### src/rtl/spi_bitmod_pkg.sv
package spi_bitmod_pkg;
  localparam int OPC_W = 3;
  localparam logic [OPC_W-1:0] OPC_SET = 3'b100;
  localparam logic [OPC_W-1:0] OPC_CLR = 3'b101;

  typedef enum logic [1:0] {
    ST_HDR  = 2'd0,
    ST_DATA = 2'd1,
    ST_SKIP = 2'd2
  } cmd_state_e;
endpackage

### src/rtl/spi_bitmod_sync.sv
module spi_bitmod_sync #(
  parameter int W = 1,
  parameter int STAGES = 2,
  parameter logic [W-1:0] RST_VAL = '0
) (
  input  logic         clk,
  input  logic         rst_n,
  input  logic [W-1:0] d,
  output logic [W-1:0] q
);
  logic [W-1:0] stg [STAGES];

  always_ff @(posedge clk or negedge rst_n) begin
    if (!rst_n) stg[0] <= RST_VAL;
    else        stg[0] <= d;
  end

  for (genvar s = 1; s < STAGES; s++) begin : g_stage
    always_ff @(posedge clk or negedge rst_n) begin
      if (!rst_n) stg[s] <= RST_VAL;
      else        stg[s] <= stg[s-1];
    end
  end

  assign q = stg[STAGES-1];
endmodule

### src/rtl/spi_bitmod_cmd.sv
module spi_bitmod_cmd
  import spi_bitmod_pkg::*;
#(
  parameter int ADDR_W = 5,
  parameter int DATA_W = 8
) (
  input  logic              clk,
  input  logic              rst_n,
  input  logic              cs_s,
  input  logic              sck_s,
  input  logic              mosi_s,
  output logic              sck_rise,
  output logic              wr_en,
  output logic              wr_set,
  output logic [ADDR_W-1:0] wr_addr,
  output logic [DATA_W-1:0] wr_mask
);
  localparam int HDR_W = OPC_W + ADDR_W;
  localparam int SH_W  = (HDR_W > DATA_W) ? HDR_W : DATA_W;
  localparam int CNT_W = $clog2(SH_W + 1);
  localparam logic [CNT_W-1:0] HDR_LAST  = CNT_W'(HDR_W - 1);
  localparam logic [CNT_W-1:0] DATA_LAST = CNT_W'(DATA_W - 1);

  cmd_state_e        state;
  logic [CNT_W-1:0]  cnt;
  logic [SH_W-1:0]   shreg;
  logic              sck_d;
  logic              is_set;
  logic [ADDR_W-1:0] addr_q;
  logic [SH_W-1:0]   next_sh;
  logic [OPC_W-1:0]  opc;

  assign sck_rise = sck_s & ~sck_d;
  assign next_sh  = {shreg[SH_W-2:0], mosi_s};
  assign opc      = next_sh[HDR_W-1 -: OPC_W];

  always_ff @(posedge clk or negedge rst_n) begin
    if (!rst_n) begin
      sck_d  <= 1'b0;
      state  <= ST_HDR;
      cnt    <= '0;
      shreg  <= '0;
      is_set <= 1'b0;
      addr_q <= '0;
    end else begin
      sck_d <= sck_s;
      if (cs_s) begin
        state <= ST_HDR;
        cnt   <= '0;
      end else if (sck_rise) begin
        shreg <= next_sh;
        case (state)
          ST_HDR: begin
            if (cnt == HDR_LAST) begin
              cnt    <= '0;
              addr_q <= next_sh[ADDR_W-1:0];
              is_set <= (opc == OPC_SET);
              state  <= (opc == OPC_SET || opc == OPC_CLR) ? ST_DATA : ST_SKIP;
            end else begin
              cnt <= cnt + 1'b1;
            end
          end
          ST_DATA: begin
            if (cnt == DATA_LAST) cnt <= '0;
            else                  cnt <= cnt + 1'b1;
          end
          default: cnt <= '0;
        endcase
      end
    end
  end

  assign wr_en   = (state == ST_DATA) && sck_rise && !cs_s && (cnt == DATA_LAST);
  assign wr_set  = is_set;
  assign wr_addr = addr_q;
  assign wr_mask = next_sh[DATA_W-1:0];
endmodule

### src/rtl/spi_bitmod_regs.sv
module spi_bitmod_regs #(
  parameter int ADDR_W = 5,
  parameter int DATA_W = 8
) (
  input  logic              clk,
  input  logic              rst_n,
  input  logic              wr_en,
  input  logic              wr_set,
  input  logic [ADDR_W-1:0] wr_addr,
  input  logic [DATA_W-1:0] wr_mask,
  input  logic [(1<<ADDR_W)-1:0] protect,
  input  logic [ADDR_W-1:0] rd_addr,
  output logic [DATA_W-1:0] rd_data
);
  localparam int DEPTH = 1 << ADDR_W;

  logic [DATA_W-1:0] bank [DEPTH];

  for (genvar i = 0; i < DEPTH; i++) begin : g_ent
    logic hit;
    assign hit = wr_en && (wr_addr == ADDR_W'(i)) && !protect[i];
    always_ff @(posedge clk or negedge rst_n) begin
      if (!rst_n)      bank[i] <= '0;
      else if (hit)    bank[i] <= wr_set ? (bank[i] | wr_mask) : (bank[i] & ~wr_mask);
    end
  end

  assign rd_data = bank[rd_addr];
endmodule

### src/rtl/spi_bitmod.sv
module spi_bitmod #(
  parameter int ADDR_W = 5,
  parameter int DATA_W = 8,
  parameter int SYNC_STAGES = 2
) (
  input  logic                   clk,
  input  logic                   rst_n,
  input  logic                   spi_cs_n,
  input  logic                   spi_sck,
  input  logic                   spi_mosi,
  input  logic [(1<<ADDR_W)-1:0] protect_mask,
  input  logic [ADDR_W-1:0]      rd_addr,
  output logic [DATA_W-1:0]      rd_data
);
  logic [2:0]        pins_s;
  logic              cs_s;
  logic              sck_s;
  logic              mosi_s;
  logic              sck_rise;
  logic              wr_en;
  logic              wr_set;
  logic [ADDR_W-1:0] wr_addr;
  logic [DATA_W-1:0] wr_mask;

  spi_bitmod_sync #(
    .W(3), .STAGES(SYNC_STAGES), .RST_VAL(3'b100)
  ) u_sync (
    .clk(clk), .rst_n(rst_n),
    .d({spi_cs_n, spi_sck, spi_mosi}),
    .q(pins_s)
  );

  assign cs_s   = pins_s[2];
  assign sck_s  = pins_s[1];
  assign mosi_s = pins_s[0];

  spi_bitmod_cmd #(.ADDR_W(ADDR_W), .DATA_W(DATA_W)) u_cmd (
    .clk(clk), .rst_n(rst_n),
    .cs_s(cs_s), .sck_s(sck_s), .mosi_s(mosi_s),
    .sck_rise(sck_rise),
    .wr_en(wr_en), .wr_set(wr_set), .wr_addr(wr_addr), .wr_mask(wr_mask)
  );

  spi_bitmod_regs #(.ADDR_W(ADDR_W), .DATA_W(DATA_W)) u_regs (
    .clk(clk), .rst_n(rst_n),
    .wr_en(wr_en), .wr_set(wr_set), .wr_addr(wr_addr), .wr_mask(wr_mask),
    .protect(protect_mask),
    .rd_addr(rd_addr), .rd_data(rd_data)
  );
endmodule

### config.mk
export PLATFORM = sky130hd
export DESIGN_NAME = spi_bitmod
export DESIGN_NICKNAME = d
export VERILOG_FILES = /design/src/rtl/spi_bitmod_pkg.sv /design/src/rtl/spi_bitmod_sync.sv /design/src/rtl/spi_bitmod_cmd.sv /design/src/rtl/spi_bitmod_regs.sv /design/src/rtl/spi_bitmod.sv
export SDC_FILE = /design/constraint.sdc
export NUM_CORES = 1
export LEC_CHECK = 0
export BUFFER_PORTS_ARGS = -buffer_cell sky130_fd_sc_hd__buf_2
export CAP_MARGIN = 20
export CORE_MARGIN = 3
export CORE_UTILIZATION = 45
export CTS_CLUSTER_DIAMETER = 50
export DETAILED_ROUTE_END_ITERATION = 12
export PLACE_DENSITY = 0.66
export SYNTH_ARGS = -nofsm -noshare
export SYNTH_HDL_FRONTEND = slang
export SYNTH_HIERARCHICAL = 1
export SYNTH_SLANG_ARGS = --single-unit
### constraint.sdc
create_clock -name clk -period 6.2 [get_ports clk]
set_clock_uncertainty 0.15 [all_clocks]
set_input_delay 0.62 -clock clk [delete_from_list [all_inputs] [get_ports clk]]
set_output_delay 0.62 -clock clk [all_outputs]
set_load 0.02 [all_outputs]
# Word-level counts from Yosys, hierarchy flattened

Cells that the tools add are included.

$lt $le $gt $ge: 1
Reduce and logical (&&, ||, !) cells: 110
Mux-type cells: 44
Bitwise operators: 69
Equality and inequality tests: 35
Add/sub/neg operators: 1

Operator list:

| cell                                          | number |
|---|---|
| two-way mux 8 bit                             | 34 |
| AND 8 bit                                     | 32 |
| OR 8 bit                                      | 32 |
| == test 5 bit, second input constant          | 16 |
| logical AND 1 bit                             | 67 |
| binary-select mux 8 bit (select 5 bit)        | 1 |
| == test 5 x 4 -> 1 bit, second input constant | 8 |
| logical NOT 1 bit                             | 33 |
| == test 5 x 3 -> 1 bit, second input constant | 4 |
| two-way mux 4 bit                             | 4 |
| == test 5 x 2 -> 1 bit, second input constant | 2 |
| two-way mux 2 bit                             | 5 |
| inverter 8 bit                                | 1 |
| == test 3 bit, second input constant          | 2 |
| >= comparator 6 bit, second input constant    | 1 |
| inverter 5 -> 6 bit                           | 1 |
| nonzero test 2 bit                            | 3 |
| == test 5 x 1 -> 1 bit, second input constant | 1 |
| logical NOT 5 bit                             | 1 |
| adder 4 x 1 -> 4 bit, second input constant   | 1 |
| == test 4 x 3 -> 1 bit, second input constant | 1 |
| AND reduction 4 bit                           | 1 |
| AND reduction 3 bit                           | 1 |
| == test 2 x 1 -> 1 bit, second input constant | 1 |
| other kinds (6)                               | 7 |

Word-level logic and storage cells: 300
Input bits: 42
Output and inout bits: 8
Flip-flop bits (word level): 282

# Depth between registers and ports, before layout

Gate-level depths: netlist of run 1.

Word-level depth: 7
Gate-level depth with buffers: 10
Depth with buffers taken out: 6

# Hierarchy

The synthesis of run 1 kept the hierarchy.

By module, submodules not included:

| module          | times used | area an instance (sq um) | sequential area each (sq um) | cells an instance |
|---|---|---|---|---|
| spi_bitmod_regs | 1          | 13307.8                  | 6406.1                       | 1014 |
| spi_bitmod_cmd  | 1          | 890.9                    | 500.5                        | 67 |
| spi_bitmod_sync | 1          | 175.2                    | 152.6                        | 9 |

# Least setup slack after synthesis of run 1

Ideal clock, no wire load.

Path kind: input-to-output
From: input port rd_addr[2]
To: output port rd_data[0]
Stages: 5
Required time: 5.430 ns
Buffers on the path: 2
Arrival: 2.372 ns
Setup slack: 3.058 ns
Cells stage by stage: clkbuf_1 > clkbuf_1 > mux4_2 > mux4_2 > mux2_2

Longest elaborated chain between the ends: 4

RTL lines:

| element                                               | RTL line              | text |
|---|---|---|
| from (decl)                                           | spi_bitmod.sv:12      | `input logic [ADDR_W-1:0] rd_addr,` |
| inverter 5 -> 6 bit (not written as such)             | spi_bitmod_regs.sv:28 | `assign rd_data = bank[rd_addr];` |
| binary-select mux 8 bit (select 5 bit)                | spi_bitmod_regs.sv:28 |  |
| two-way mux 8 bit (not written as such) (2 in series) | spi_bitmod_regs.sv:28 |  |
| to (decl)                                             | spi_bitmod.sv:13      | `output logic [DATA_W-1:0] rd_data` |

Every way passes these cells. The select of a mux whose other input is x is not followed.

# Worst setup path after layout of run 1

From: input port rd_addr[1]
To: output port rd_data[6]

The elaborated chain is that of the path after synthesis.

==> out/metrics.yaml, run 1 <==
outcome: "finished, final reports clean"
path_class: "in2out"
cts_tree: "yes"
synthTopCellsByCount: "dfrtp_1 (280), mux2_2 (273), nand3_1 (257), mux4_2 (80), clkbuf_1 (69)"
synth_area_leaders: "dfrtp_1 (49%), mux2_2 (21%), mux4_2 (13%)"
grt_max_degree: 200
cp-startpoint: "rd_addr[1]"
routedWlPerCell_um: 25.2
synthDistinctLibCells: 36
finalHoldViolations: 0
slew_headroom: 0.243
max_freq_mhz: 246
synth_largest_type_area_fraction: 0.487
worst_slew_pin_slew_ns: 1.13
drtIter0Drc: 806
coreArea_um2: 31100
synth_area_um2: 14400
cts_setup_buffers: 0
gr-total-overflow: 0
maxCapViolCount: 0
fin_crit_ns: 4.06
die_width_um: 185
worst_ir_drop_vdd_uv: 187
dp_hpwl_um: 23500
grt_setup_unrepaired: "false"
fin_tns_setup_ns: 0
initial_utilization: 0.463
drc: 0
drive_gt1_frac: 0.457
dieArea_um2: 34100
yosysTopAreaCell: "dfrtp_1"
syn_inst: 1090
die_y_um: 185
nets: 1127
antenna_found_initial: 0
ant_nets: 0
ys.flop_type: "dfrtp_1"
portBuffers: 49
power.leakage_nw: 7.19
synth_edf_count: 0
clkLatencyLatePin_ns: 0.51
clock-root-buffer: "clkbuf_16"
syn_to_final_growth_pct: 11.3
cts_buffers: 34
place_congestion: 0.816
period_share: 0.655
avgViaCountPerCell: 6.28
final.setup.worst_slack_ns: 2.14
ys_seq_area_frac: 0.491
track_usage: 0.223
grt_pass1_vias: 9616
synth.avg_cell_area_um2: 13.2
nFillCells: 2633
start_kind: "input pin"
io_pins: 50
p_per_area_nw_per_um2: 263
path_max_fanout: 49
crit_path_end_kind: "primary output"
crit_arrival_ns: 3.29
post_cts_resized: 0
yosysMostFrequentCell: "dfrtp_1"
critical_path_required_ns: 5.43
vias: 9434
num_rows: 64
ctsHoldBuffers: 0
grt_pass1_wl_um: 58300
clkTransAtPathRegs_ns: 0.06
synth-seq-cells: 282
cts_num_sinks: 282
r2r_start: "u_cmd/sck_d"
clockBufferDepth: 3
routed_wl_um: 37900
hold_class: "in2async"
stdcell_count: 1502
dpl_worst_slack_ns: 2.08
async_flop_share: 1.00
syn_nets: 1133
setup_viol: 0
dp.cells: 1442
total_power_mw: 4.21
antenna_cells: 0
ys.warnings.count: 6
slew_viol_final: 0
htreeDepth: 2
drt_first_pass_iters: 5
-- worst max-delay path, stage by stage --
cell	delay (ns)
buf_4	0.70
buf_4	0.44
mux4_2	0.54
mux4_2	0.47
mux2_2	0.29
buf_2	0.16
-- power by group --
part | switching, mW | leakage [nW] | internal (mW)
logic | 0.299 | 2.75 | 0.0922
registers | 0.0422 | 3.91 | 1.86
clock network | 0.753 | 0.525 | 1.16
total | 1.09 | 7.19 | 3.11
-- metal layers --
metal | vias up | GRT usage | wire length [um]
met5 | - | 0 | 0
met4 | 0 | 0.0852 | 1400
met2 | 266 | 0.371 | 18900
met1 | 5034 | 0.298 | 15700
li1 | 4065 | - | -
met3 | 69 | 0.0326 | 1820
-- logic make-up (layout without fill, tap and decap cells) --
kind of cell               Yosys count  after routing  synth area share
AOI/OAI and AO/OA                    7              7           0.00279
adders and majority gates            1              1          0.000870
buffers and inverters              126            142            0.0376
DFF                                282            282             0.491
muxes                              357            357             0.342
and+or+nand+nor                    317            317             0.125
-- cell usage in the layout (no fill, tap or decap), drive strengths merged, types with 4 or more instances in the layout --
cell / n
dfrtp: 280
mux2: 277
nand3: 257
buf: 81
mux4: 80
clkbuf: 55
nor3b: 16
and3b: 8
nor3: 8
a21oi: 4
and4b: 4
nor2: 4
-- area by class of cell --
| cell class | instances | area [um2] | area share |
|---|---|---|---|
| well taps | 396 | 495 | 0.0310 |
| inverters | 2 | 7.51 | 0.000469 |
| clock inverters | 4 | 26.3 | 0.00164 |
| multi-input cells | 682 | 6830 | 0.427 |
| clock buffers | 54 | 1050 | 0.0656 |
| repair buffers | 82 | 526 | 0.0328 |
| flip-flops and latches | 282 | 7060 | 0.441 |
-- through the flow --
step                 util  instance area, um2  hold slack (ns)
floorplan               -               14400            0.174
global placement    0.480               14900            0.195
detailed placement  0.480               14900            0.190
CTS                 0.515               16000           0.0469
global route        0.515               16000           0.0596
finish              0.515               16000           0.0276
-- final timing paths --
path | endpoint | slack [ns] | cells after the start
min | asynchronous set/reset pin | 0.03 | 1
max reg2reg | register | 3.02 | 7
max in group asynchronous | asynchronous set/reset pin | 4.49 | 2
max | rd_data[6] | 2.14 | 6
min in group clk | u_sync/stg[5] | 0.06 | 1
min reg2reg | u_sync/q[1] | 0.19 | 0
(Power assumes the default switching activity.)
==> run 2, diff against run 1 <==
--- a/config.mk
+++ b/config.mk
@@ -11,7 +11,7 @@
 export CORE_UTILIZATION = 45
 export CTS_CLUSTER_DIAMETER = 50
 export DETAILED_ROUTE_END_ITERATION = 12
-export PLACE_DENSITY = 0.66
+export PLACE_DENSITY = 0.68
 export SYNTH_ARGS = -nofsm -noshare
 export SYNTH_HDL_FRONTEND = slang
 export SYNTH_HIERARCHICAL = 1
==> constraint.sdc (replaced) <==
create_clock -name clk -period 3.5 [get_ports clk]
set_clock_uncertainty 0.15 [all_clocks]
set_input_delay 0.35 -clock clk [delete_from_list [all_inputs] [get_ports clk]]
set_output_delay 0.35 -clock clk [all_outputs]
set_load 0.02 [all_outputs]
==> run 2 against run 1 <==
  * Global-route usage up 0.89 points
  * First-iteration DRC count down 1.7%
  * Clock power up 74%
  * Setup slack worse by 1.6 ns
  * Sequential power up 80%
  * Sequential cell count unchanged
  * Final area up 1.5%
  * Critical path depth down 2
  * Non-clock buffer count up 24
  * Hold slack better by 0.072 ns
  * Die area unchanged
  * Critical path type is now reg2out
==> out/metrics.yaml, run 2 (synthesis results as in run 1) <==
outcome: "finished, final reports clean"  # unchanged
cts_tree: "yes"  # unchanged
vias: 9581  # was 9434
drc: 0  # unchanged
track_usage: 0.232  # was 0.223
ctsHoldBuffers: 4  # was 0
clockBufferDepth: 3  # unchanged
r2r_setup_slack_ns: 0.73  # was 3.02 ns
gr-total-overflow: 0  # unchanged
avgViaCountPerCell: 6.30  # was 6.28
layout_commonest_cell: "dfrtp_1"  # unchanged
antenna_cells: 0  # unchanged
drt_first_pass_iters: 5  # unchanged
p_per_area_nw_per_um2: 456  # was 263 nW/um2
cts_num_sinks: 282  # unchanged
worst_ir_drop_vdd_uv: 413  # was 187 uV
dp.cells: 1464  # was 1442
r2r_cells: 8  # was 7
drtIter0Drc: 792  # was 806
portBuffers: 49  # unchanged
grt_pass1_vias: 9996  # was 9616
die_y_um: 185  # unchanged
cp-endpoint: "rd_data[6]"  # unchanged
maxCapViolCount: 0  # unchanged
syn_to_final_growth_pct: 13.0  # was 11.3%
cts_setup_buffers: 0  # unchanged
path_max_fanout: 2  # was 49
clock-root-buffer: "clkbuf_16"  # unchanged
layout_common_cells: "dfrtp_1 (279), mux2_2 (273), nand3_1 (257)"  # unchanged
fin_tns_setup_ns: 0  # unchanged
clkTransAtPathRegs_ns: 0.06  # about the same
grt_setup_unrepaired: "false"  # unchanged
crit_path_end_kind: "primary output"  # unchanged
initial_utilization: 0.463  # unchanged
slew_headroom: 0.390  # was 0.243
stdcell_count: 1522  # was 1502
whs_ns: 0.0996  # was 0.0276 ns
routedWlPerCell_um: 25.5  # was 25.2 um
drive_gt1_frac: 0.470  # was 0.457
path_class: "reg2out"  # was in2out
critical_path_required_ns: 3.00  # was 5.43 ns
cts_buffers: 31  # was 34
nets: 1148  # was 1127
antenna_found_initial: 0  # unchanged
max_freq_mhz: 336
place_congestion: 0.839  # was 0.816
coreArea_um2: 31100  # unchanged
crit_arrival_ns: 2.47  # was 3.29 ns
io_pins: 50  # unchanged
dp_hpwl_um: 24800  # was 23500 um
fin_crit_ns: 2.97
setup_viol: 0  # unchanged
post_cts_resized: 0  # unchanged
r2r_start: "u_cmd/sck_d"  # unchanged
die_width_um: 185  # unchanged
period_share: 0.850
power.leakage_nw: 7.33  # was 7.19 nW
grt_max_degree: 104  # was 200
finalHoldViolations: 0  # unchanged
clkLatencyLatePin_ns: 0.56  # was 0.51 ns
slew_viol_final: 0  # unchanged
grt_pass1_wl_um: 60700  # was 58300 um
ant_nets: 0  # unchanged
start_kind: "register"  # was input pin
num_rows: 64  # unchanged
dieArea_um2: 34100  # unchanged
hold_class: "in2reg"  # was in2async
htreeDepth: 1  # was 2
routed_wl_um: 38800  # was 37900 um
worst_slew_pin_slew_ns: 0.914  # was 1.13 ns
-- run 2: cell types whose count changed in the layout (fill, tap and decap cells not counted), sizes merged --
cell	previous run	this run
inv	3	5
bufinv	0	3
buf	81	102
clkinv	2	7
dlygate4sd3	0	4
clkbuf	55	40
-- run 2: worst max-delay path, stage by stage (launching register included) --
cell	delay (ns)
dfrtp_1	0.37
mux4_2	0.52
mux4_2	0.54
mux2_2	0.31
buf_2	0.17
-- run 2: worst min path at each step --
| stage | to | slack, ns | from | depth (start not counted) |
|---|---|---|---|---|
| after floorplan | u_cmd/cnt[0] | -0.1 | rst_n | 0 |
| after global placement | u_sync/q[1] | 0.18 | u_sync/stg[4] | 0 |
| after detailed placement | u_sync/q[0] | 0.19 | u_sync/stg[3] | 0 |
| after CTS | register | 0.09 | protect_mask[25] | 4 |
| after global routing | register | 0.11 | protect_mask[2] | 4 |
| final | register | 0.1 | protect_mask[2] | 4 |
-- run 2: area by class of cell --
cell class                 count  area (um2)
fill                        2613       14800
clock inverter                14         166
sequential                   282        7060
multi-input combinational    682        6830
clock buffer                  40         880
inverter                       2        7.51
timing repair buffer         106         808
tap                          396         495
-- run 2: power by group --
| group | switching, mW | internal (mW) |
|---|---|---|
| clock | 1.34 | 1.99 |
| combinational | 0.481 | 0.179 |
| sequential | 0.126 | 3.30 |
| total | 1.95 | 5.46 |
-- run 2: routing by layer --
metal  part of all wire  vias up  global-route usage
met2               0.49      348               0.388
met3              0.059       98              0.0410
met1               0.41     5030               0.307
met4              0.041        0              0.0822
met5                  0        -                   0
li1                   -     4105                   -
-- run 2: stage by stage --
step | setup slack (ns) | util | instance area, um2 | total power, mW
2_1_floorplan | 0.898 | - | 14400 | 3.79
3_3_place_gp | 0.552 | 0.488 | 15200 | 4.13
3_5_place_dp | 0.515 | 0.488 | 15200 | 4.14
4_1_cts | 0.513 | 0.523 | 16200 | 7.48
5_1_grt | 0.458 | 0.523 | 16200 | 7.68
6_report | 0.526 | 0.523 | 16200 | 7.41
==> run 3, diff against run 2 <==
--- a/config.mk
+++ b/config.mk
@@ -11,7 +11,7 @@
 export CORE_UTILIZATION = 45
 export CTS_CLUSTER_DIAMETER = 50
 export DETAILED_ROUTE_END_ITERATION = 12
-export PLACE_DENSITY = 0.68
+export PLACE_DENSITY = 0.66
 export SYNTH_ARGS = -nofsm -noshare
 export SYNTH_HDL_FRONTEND = slang
 export SYNTH_HIERARCHICAL = 1
==> constraint.sdc (replaced) <==
create_clock -name clk -period 3.1 [get_ports clk]
set_clock_uncertainty 0.15 [all_clocks]
set_input_delay 0.31 -clock clk [delete_from_list [all_inputs] [get_ports clk]]
set_output_delay 0.31 -clock clk [all_outputs]
set_load 0.02 [all_outputs]
==> run 3 against run 2 <==
  * Via count is 1.5% higher
  * Clock power is 38% higher
  * Register-to-register slack worse by 0.28 ns
  * Critical endpoint is now rd_data[1]
  * Largest cell class unchanged
  * Largest power group is now the clock network
==> out/metrics.yaml, run 3 (synthesis results as in run 1) <==
hold_depth: 4  # unchanged
worst_slew_pin_slew_ns: 0.965  # was 0.914 ns
syn_to_final_growth_pct: 15.7  # was 13.0%
total_power_mw: 9.21  # was 7.41 mW
dp.cells: 1466  # was 1464
comb_power_share: 0.076  # was 0.089
cts_buffers: 36  # was 31
avgViaCountPerCell: 6.32  # was 6.30
slew_viol_final: 0  # unchanged
period_share: 0.930
r2r_start: "u_cmd/cnt[0]"  # was u_cmd/sck_d
stdcell_count: 1539  # was 1522
clkTransAtPathRegs_ns: 0.06  # about the same
coreArea_um2: 31100  # unchanged
place_congestion: 0.792  # was 0.839
portBuffers: 49  # unchanged
swShare: 0.245  # was 0.263
grt_pass1_wl_um: 61000  # was 60700 um
cts_tree: "yes"  # unchanged
p_per_area_nw_per_um2: 553  # was 456 nW/um2
setup_viol: 0  # unchanged
hold_class: "in2reg"  # unchanged
track_usage: 0.233  # was 0.232
post_cts_resized: 0  # unchanged
clkLatencyLatePin_ns: 0.51  # was 0.56 ns
drc: 0  # unchanged
htreeDepth: 2  # was 1
slew_headroom: 0.357  # was 0.390
dieArea_um2: 34100  # unchanged
clockBufferDepth: 3  # unchanged
cts_num_sinks: 282  # unchanged
ant_nets: 0  # unchanged
grt_setup_unrepaired: "false"  # unchanged
routedWlPerCell_um: 25.6  # was 25.5 um
die_y_um: 185  # unchanged
layout_commonest_cell: "dfrtp_1"  # unchanged
drtIter0Drc: 1011  # was 792
layout_common_cells: "dfrtp_1 (279), mux2_2 (273), nand3_1 (257)"  # unchanged
crit_path_end_kind: "primary output"  # unchanged
clkPwrFrac: 0.500  # was 0.449
clock-root-buffer: "clkbuf_16"  # unchanged
io_pins: 50  # unchanged
pwr-share-seq: 0.424  # was 0.462
internal_power_mw: 6.95  # was 5.46 mW
antenna_cells: 0  # unchanged
path_class: "reg2out"  # unchanged
cp_slowest_cell: "mux4_2"  # unchanged
path_cells: "mux4_2, mux4_2, mux2_2, buf_2"  # unchanged
num_rows: 64  # unchanged
antenna_found_initial: 0  # unchanged
vias: 9722  # was 9581
routed_wl_um: 39400  # was 38800 um
fin_area_um2: 16600  # was 16200 um2
dp_hpwl_um: 23000  # was 24800 um
fin_tns_setup_ns: 0  # unchanged
worstHoldStart: "protect_mask[16]"  # was protect_mask[2]
initial_utilization: 0.463  # unchanged
nFillCells: 2569  # was 2613
power.leakage_nw: 7.51  # was 7.33 nW
placed_area_um2: 15200  # about the same
finalHoldViolations: 0  # unchanged
grt_pass1_vias: 10000  # was 9996
path_buf_inv: 1  # unchanged
start_kind: "register"  # unchanged
critPathTopFamily: "multiplexers"  # unchanged
drt_first_pass_iters: 8  # was 5
grt_max_degree: 78  # was 104
r2r_setup_slack_ns: 0.45  # was 0.73 ns
crit_arrival_ns: 2.42  # was 2.47 ns
max_freq_mhz: 347
worst_ir_drop_vdd_uv: 447  # was 413 uV
fin_crit_ns: 2.88
critical_path_required_ns: 2.64  # was 3.00 ns
power.switching_mw: 2.26  # was 1.95 mW
outcome: "finished, final reports clean"  # unchanged
nets: 1159  # was 1148
r2r_cells: 7  # was 8
die_width_um: 185  # unchanged
maxCapViolCount: 0  # unchanged
path_max_fanout: 2  # unchanged
utilization: 0.535  # was 0.523
cp_common_cell: "mux4_2"  # unchanged
gr-total-overflow: 0  # unchanged
max_stage_delay_ns: 0.55  # was 0.54 ns
drive_gt1_frac: 0.473  # was 0.470
==> run 3: power by group through the flow <==
stage	logic, mW	registers [mW]	clock network, mW
CTS	0.555	3.98	4.69
detailed placement	0.548	4.05	0
floorplan	0.437	3.85	0
global route	0.754	3.92	4.84
finish	0.697	3.90	4.61
global placement	0.543	4.05	0
==> run 3: how the worst max path moves through the flow <==
stage,start,endpoint,slack (ns),cells after the start
2_1_floorplan,u_sync/q[2],register,0.56,9
3_3_place_gp,rd_addr[1],rd_data[6],0.30,6
3_5_place_dp,rd_addr[1],rd_data[6],0.29,6
4_1_cts,register,rd_data[6],0.22,4
5_1_grt,register,rd_data[0],0.17,4
6_report,register,rd_data[1],0.22,4
==> run 3: final cells by class <==
class	instances	area, um2	share of cell area
inverter	2	7.51	0.000451
sequential	282	7060	0.425
tap	396	495	0.0298
clock inverter	16	302	0.0181
timing repair buffer	112	921	0.0554
multi-input combinational	682	6830	0.410
clock buffer	49	1020	0.0614
==> run 3: layer usage <==
layer / GRT usage / vias up / wire [um]
li1: - / 4135 / -
met1: 0.321 / 5144 / 16500
met2: 0.374 / 345 / 18900
met3: 0.0428 / 98 / 2740
met4: 0.0831 / 0 / 1340
met5: 0 / - / 0
==> run 3: tightest hold or removal path, stage by stage <==
cell	delay [ns]
buf_2	0.11
nor3_1	0.09
nand3_1	0.10
mux2_2	0.15
==> run 3: repair_timing <==
| action | in CTS | in global routing |
|---|---|---|
| endpoints found under the hold margin | 74 | 0 |
| buffers inserted | 0 | 0 |
| hold buffers | 4 | 0 |
==> run 3: stage by stage <==
stage	hold slack [ns]	setup slack (ns)
4_1_cts	0.119	0.216
3_3_place_gp	0.186	0.305
5_1_grt	0.143	0.167
6_report	0.143	0.216
2_1_floorplan	-0.136	0.565
3_5_place_dp	0.186	0.288
